File: config.mk
export PLATFORM = sky130hd
export DESIGN_NAME = crtc_regfile
export DESIGN_NICKNAME = d
export VERILOG_FILES = /design/src/rtl/crtc_regs_pkg.sv /design/src/rtl/crtc_cfg_bank.sv /design/src/rtl/crtc_lpen.sv /design/src/rtl/crtc_regfile.sv
export SDC_FILE = /design/constraint.sdc
export NUM_CORES = 1
export LEC_CHECK = 0
export ABC_AREA = 1
export BUFFER_PORTS_ARGS = -buffer_cell sky130_fd_sc_hd__buf_2
export CAP_MARGIN = 10
export CORE_UTILIZATION = 54
export CTS_BUF_LIST = sky130_fd_sc_hd__clkbuf_16
export DETAILED_ROUTE_END_ITERATION = 6
export GPL_ROUTABILITY_DRIVEN = 0
export MAX_ROUTING_LAYER = met4
export PLACE_DENSITY = 0.89
export SLEW_MARGIN = 20
export SYNTH_ARGS = -nofsm -noshare
export SYNTH_HDL_FRONTEND = slang
export SYNTH_SLANG_ARGS = --single-unit
File: constraint.sdc
create_clock -name clk -period 2.1 [get_ports clk]
set_clock_uncertainty 0.1 [all_clocks]
set_input_delay 0 -clock clk [delete_from_list [all_inputs] [get_ports clk]]
set_output_delay 0 -clock clk [all_outputs]
set_load 0.01 [all_outputs]
File: src/rtl/crtc_regs_pkg.sv
package crtc_regs_pkg;
  typedef enum logic [1:0] {
    ILACE_OFF        = 2'd0,
    ILACE_SYNC       = 2'd1,
    ILACE_SYNC_VIDEO = 2'd2
  } ilace_e;

  localparam int SLOT_W       = 5;
  localparam int SLOT_PEN_HI  = 16;
  localparam int SLOT_PEN_LO  = 17;
  localparam int SLOT_SCRATCH = 31;

  // Keep-mask for a writable slot; hi_bits is the width of the address high bytes.
  function automatic logic [7:0] slot_mask(input int idx, input int hi_bits);
    case (idx)
      4, 6, 7:      slot_mask = 8'h7F;
      5, 9, 10, 11: slot_mask = 8'h1F;
      12, 14:       slot_mask = 8'((1 << hi_bits) - 1);
      default:      slot_mask = 8'hFF;
    endcase
  endfunction
endpackage

File: src/rtl/crtc_cfg_bank.sv
module crtc_cfg_bank
  import crtc_regs_pkg::*;
#(
  parameter int DATA_W = 8,
  parameter int NREG   = 16,
  parameter int RA_W   = 14
) (
  input  logic                          clk,
  input  logic                          rst,
  input  logic                          we,
  input  logic [SLOT_W-1:0]             sel,
  input  logic [DATA_W-1:0]             wdata,
  output logic [NREG-1:0][DATA_W-1:0]   cfg
);
  localparam int HI_BITS = RA_W - 8;

  for (genvar g = 0; g < NREG; g++) begin : g_slot
    localparam logic [DATA_W-1:0] MASK = DATA_W'(slot_mask(g, HI_BITS));
    always_ff @(posedge clk) begin
      if (rst) begin
        cfg[g] <= '0;
      end else if (we && sel == SLOT_W'(g)) begin
        cfg[g] <= wdata & MASK;
      end
    end
  end
endmodule

File: src/rtl/crtc_lpen.sv
module crtc_lpen #(
  parameter int DATA_W = 8,
  parameter int RA_W   = 14
) (
  input  logic              clk,
  input  logic              rst,
  input  logic              stb,
  input  logic              clr,
  input  logic [RA_W-1:0]   ra,
  output logic [DATA_W-1:0] pen_hi,
  output logic [DATA_W-1:0] pen_lo,
  output logic              flag
);
  always_ff @(posedge clk) begin
    if (rst) begin
      pen_hi <= '0;
      pen_lo <= '0;
      flag   <= 1'b0;
    end else begin
      if (stb) begin
        pen_hi <= DATA_W'(ra >> 8);
        pen_lo <= ra[7:0];
      end
      if (stb)      flag <= 1'b1;
      else if (clr) flag <= 1'b0;
    end
  end
endmodule

File: src/rtl/crtc_regfile.sv
module crtc_regfile
  import crtc_regs_pkg::*;
#(
  parameter int DATA_W     = 8,
  parameter int NREG       = 16,
  parameter int RA_W       = 14,
  parameter bit HAS_STATUS = 1'b1
) (
  input  logic              clk,
  input  logic              rst,
  input  logic              sel_we,
  input  logic              data_we,
  input  logic              data_re,
  input  logic              stat_re,
  input  logic [DATA_W-1:0] wdata,
  input  logic              lpen_stb,
  input  logic [RA_W-1:0]   refresh_addr,
  input  logic              vsync,
  output logic [DATA_W-1:0] rdata,
  output logic [DATA_W-1:0] h_total,
  output logic [DATA_W-1:0] h_disp,
  output logic [DATA_W-1:0] h_sync_pos,
  output logic [3:0]        hsync_width,
  output logic [3:0]        vsync_lines,
  output logic [DATA_W-1:0] v_total,
  output logic [DATA_W-1:0] v_adjust,
  output logic [DATA_W-1:0] v_disp,
  output logic [DATA_W-1:0] v_sync_pos,
  output logic [1:0]        interlace,
  output logic [1:0]        skew,
  output logic [DATA_W-1:0] max_row,
  output logic [DATA_W-1:0] cursor_start,
  output logic [DATA_W-1:0] cursor_end,
  output logic [RA_W-1:0]   start_addr,
  output logic [RA_W-1:0]   cursor_addr
);
  localparam int HI_BITS = RA_W - 8;
  localparam logic [DATA_W-1:0] ALL_ONES = '1;

  logic [SLOT_W-1:0]           sel;
  logic [NREG-1:0][DATA_W-1:0] cfg;
  logic [DATA_W-1:0]           pen_hi, pen_lo, scratch, rd_mux, stat_byte;
  logic                        lpen_flag, pen_clr;
  ilace_e                      ilace;

  always_ff @(posedge clk) begin
    if (rst)         sel <= '0;
    else if (sel_we) sel <= wdata[SLOT_W-1:0];
  end

  crtc_cfg_bank #(.DATA_W(DATA_W), .NREG(NREG), .RA_W(RA_W)) u_bank (
    .clk(clk), .rst(rst), .we(data_we), .sel(sel), .wdata(wdata), .cfg(cfg)
  );

  assign pen_clr = data_re && (sel == SLOT_W'(SLOT_PEN_HI) || sel == SLOT_W'(SLOT_PEN_LO));

  crtc_lpen #(.DATA_W(DATA_W), .RA_W(RA_W)) u_lpen (
    .clk(clk), .rst(rst), .stb(lpen_stb), .clr(pen_clr), .ra(refresh_addr),
    .pen_hi(pen_hi), .pen_lo(pen_lo), .flag(lpen_flag)
  );

  if (HAS_STATUS) begin : g_scratch
    always_ff @(posedge clk) begin
      if (rst) scratch <= '0;
      else if (data_we && sel == SLOT_W'(SLOT_SCRATCH)) scratch <= wdata;
    end
    always_comb begin
      stat_byte    = '0;
      stat_byte[6] = lpen_flag;
      stat_byte[5] = vsync;
    end
  end else begin : g_no_scratch
    assign scratch   = ALL_ONES;
    assign stat_byte = ALL_ONES;
  end

  always_comb begin
    case (sel)
      5'd12, 5'd13, 5'd14, 5'd15: rd_mux = cfg[sel[3:0]];
      SLOT_W'(SLOT_PEN_HI):       rd_mux = pen_hi;
      SLOT_W'(SLOT_PEN_LO):       rd_mux = pen_lo;
      SLOT_W'(SLOT_SCRATCH):      rd_mux = scratch;
      default:                    rd_mux = ALL_ONES;
    endcase
  end

  always_ff @(posedge clk) begin
    if (rst)          rdata <= '0;
    else if (stat_re) rdata <= stat_byte;
    else if (data_re) rdata <= rd_mux;
  end

  always_comb begin
    case (cfg[8][1:0])
      2'b01:   ilace = ILACE_SYNC;
      2'b11:   ilace = ILACE_SYNC_VIDEO;
      default: ilace = ILACE_OFF;
    endcase
  end

  assign h_total      = cfg[0];
  assign h_disp       = cfg[1];
  assign h_sync_pos   = cfg[2];
  assign hsync_width  = cfg[3][3:0];
  assign vsync_lines  = cfg[3][7:4];
  assign v_total      = cfg[4];
  assign v_adjust     = cfg[5];
  assign v_disp       = cfg[6];
  assign v_sync_pos   = cfg[7];
  assign interlace    = ilace;
  assign skew         = cfg[8][5:4];
  assign max_row      = cfg[9];
  assign cursor_start = cfg[10];
  assign cursor_end   = cfg[11];
  assign start_addr   = {cfg[12][HI_BITS-1:0], cfg[13]};
  assign cursor_addr  = {cfg[14][HI_BITS-1:0], cfg[15]};
endmodule

==> reports/metrics.yaml <==
outcome:
  status: "finished clean"
floorplan:
  ios: 158
  dieArea_um2: 12760
  rows: 40
  die_y_um: 113.0
  chipWidth_um: 113.0
  coreArea_um2: 12010
  initial_core_util: 0.5535
logic_synthesis:
  ys_top_cells_by_area: "dfxtp_1, buf_4, nand2_1"
  ys_ff_latch: 141
  yosysMostFrequentCell: "nand2_1"
  syn_avg_cell_area_um2: 7.379
  netlist_area_um2: 6649
  ys.flop_type: "dfxtp_1"
  synth.yosys.seq_area_share: 0.4245
  synth_top_area_cell: "dfxtp_1"
  yosysWarnings: 0
  synth_common_cells: "nand2_1, dfxtp_1, a21oi_1"
  synth_cell_types: 23
  synth_cells: 901
  synth-edff-count: 0
  ys_async_sr_fraction: 0
  yosysTopAreaCellShare: 0.4245
final_layout:
  multi_input_area_um2: 2611
  fin_area_um2: 7624
  n_antenna_cell: 0
  fillerInstances: 1015
  area_growth_pct: 14.66
  area.sequential_um2: 2823
  drive_gt1_frac: 0.2133
  stdcell_count: 1122
  layout.nets: 992
route:
  drt-pass1-iter-count: 7
  drc_errors: 0
  wirelength_um: 18540
  ant_nets: 0
  vias: 6251
  viasPerCell: 5.571
  drt_iter0_drc: 843
  wl_per_cell_um: 16.52
power_and_ir_drop:
  total_power_mw: 6.235
  irDropWorstVdd_uv: 570.7
  p_leak_nw: 3.143
  power.density_nw_per_um2: 817.9
run:
  cap_violations: 0
cts:
  cts_tree: "built"
  post_cts_buffers: 0
  clock_latency_ns: 0.42
  cts_buffers: 17
  cts_sinks: 141
  h-tree-depth: 4
  cts_max_path_buffers: 2
  path_clk_slew_ns: 0.06
  clockRootBuffer: "clkbuf_16"
worst_setup_path:
  crit_type: "register to register"
  critical_path_arrival_ns: 2.22
  crit_slowest_cell: "dfxtp_1"
  worst-path-buf-inv: 1
  r2r-start: "sel[4]$_SDFFE_PP0P_"
  cpMostUsedCell: "nor2_1"
  r2r_setup_slack_ns: 0.12
  cp.required_ns: 2.34
  r2r_cells: 8
  crit_path_start_kind: "register"
  crit_fanout: 8
  cpPeakStageDelay_ns: 0.50
  cp_cell_sequence: "inv_1, nor2_1, nand2_1, nor2_1, nand2_1, nand3_1, nor2_1, a21oi_1"
  crit_path_end_kind: "register"
  r2r-end: "rdata[4]$_SDFFE_PP0P_"
  critPathTopFamily: "simple AND/OR/NAND/NOR gates"
grt:
  grt_first_pass_wirelength_um: 28670
  first_global_vias: 5594
  grt_start_max_net_pins: 90
  grt_usage: 0.2975
  overflow: 0
  grt_antenna_before_repair: 0
min_path:
  holdPathStages: 3
  hp-start: "lpen_stb"
  min_to: "u_lpen.flag$_SDFFE_PP0P_"
  hold_path_class: "input port to register"
placed_design:
  dp_cells: 1045
  place_area_um2: 6594
  dp_hpwl_um: 11690
  portBuffers: 142
  dp_slack_ns: 0.2586
sta:
  min_period_ns: 1.977
  drv_slew: 0
  setup_ws_ns: 0.1232
  timing.fmax_ghz: 0.5059
  setup-violations-final: 0
  max_slew_margin: 0.6257
  worst_pin_slew_ns: 0.5615
  fin_crit_sh: 0.9413
  finalHoldViolCount: 0
-- layout by cell type, fill, tap and decap left out, drive strengths merged --
cell and n:
clkinvlp 6, bufinv 2, o21ai 17, a22oi 2, conb 15, nand2 219
inv 30, nand4 5, nor2 45, clkbuf 17, o22ai 5, dfxtp 141
buf 161, a211oi 18, clkinv 7, nand3 111, dlygate4sd3 45, a21oi 127
nor3 2
-- worst register-to-register path, cell delays in order (launching register included) --
cell     delay (ns)
dfxtp_1        0.50
inv_1          0.21
nor2_1         0.14
nand2_1        0.14
nor2_1         0.36
nand2_1        0.12
nand3_1        0.12
nor2_1         0.07
a21oi_1        0.15
-- registers in the layout, summed over array words and instances, names as in the netlist --
register       count
u_bank.cfg       105
rdata              8
scratch            8
u_lpen.pen_lo      8
u_lpen.pen_hi      6
sel                5
u_lpen.flag        1
-- worst max path at each step --
stage / startpoint / endpoint / cells past startpoint
floorplan: sel[2]$_SDFFE_PP0P_ / rdata[0]$_SDFFE_PP0P_ / 8
global route: sel[4]$_SDFFE_PP0P_ / rdata[4]$_SDFFE_PP0P_ / 8
CTS: sel[4]$_SDFFE_PP0P_ / rdata[0]$_SDFFE_PP0P_ / 8
finish: sel[4]$_SDFFE_PP0P_ / rdata[4]$_SDFFE_PP0P_ / 8
detailed placement: sel[2]$_SDFFE_PP0P_ / scratch[3]$_SDFFE_PP0P_ / 7
global placement: sel[2]$_SDFFE_PP0P_ / scratch[3]$_SDFFE_PP0P_ / 7
-- power by group --
group,switching (mW),internal (mW),leakage (nW)
Sequential,0.0425,2.73,1.14
Clock,1.16,1.74,0.262
Combinational,0.367,0.196,1.74
Total,1.57,4.67,3.14
-- area by class of cell --
type / count / area share
well taps: 147 / 0.02413
clock inverters: 15 / 0.01953
clock buffers: 17 / 0.05580
inverters: 30 / 0.01477
flip-flops and latches: 141 / 0.3703
repair buffers: 206 / 0.1730
multi-input cells: 566 / 0.3425
-- layer usage --
metal | vias up | wire length (µm) | part of all wire | track usage
li1 | 2954 | - | - | -
met1 | 2804 | 7494 | 0.40 | 0.3787
met2 | 428 | 8425 | 0.45 | 0.4613
met3 | 65 | 2075 | 0.11 | 0.06802
met4 | 0 | 546 | 0.029 | 0.1140
met5 | - | 0 | 0 | -
-- stage by stage --
step,util,hold slack [ns],TNS [ns]
floorplan,-,0.04045,0
global placement,0.5490,0.1549,0
detailed placement,0.5490,0.1584,0
CTS,0.6343,0.1654,0
global route,0.6347,0.2561,-0.001511
finish,0.6347,0.2166,0
-- logic make-up after synthesis --
logic type	share of synthesized area
buf+inv	0.1921
compound gates	0.1357
simple gates	0.2471
flops	0.4245
other cells	0.0005640
-- timing repair --
item	CTS	global route
endpoints found under the hold margin	107	0
gates resized for setup	0	2
hold buffers	45	0
setup endpoints to repair	0	6
Note: power is estimated with default switching activity, not from simulation.
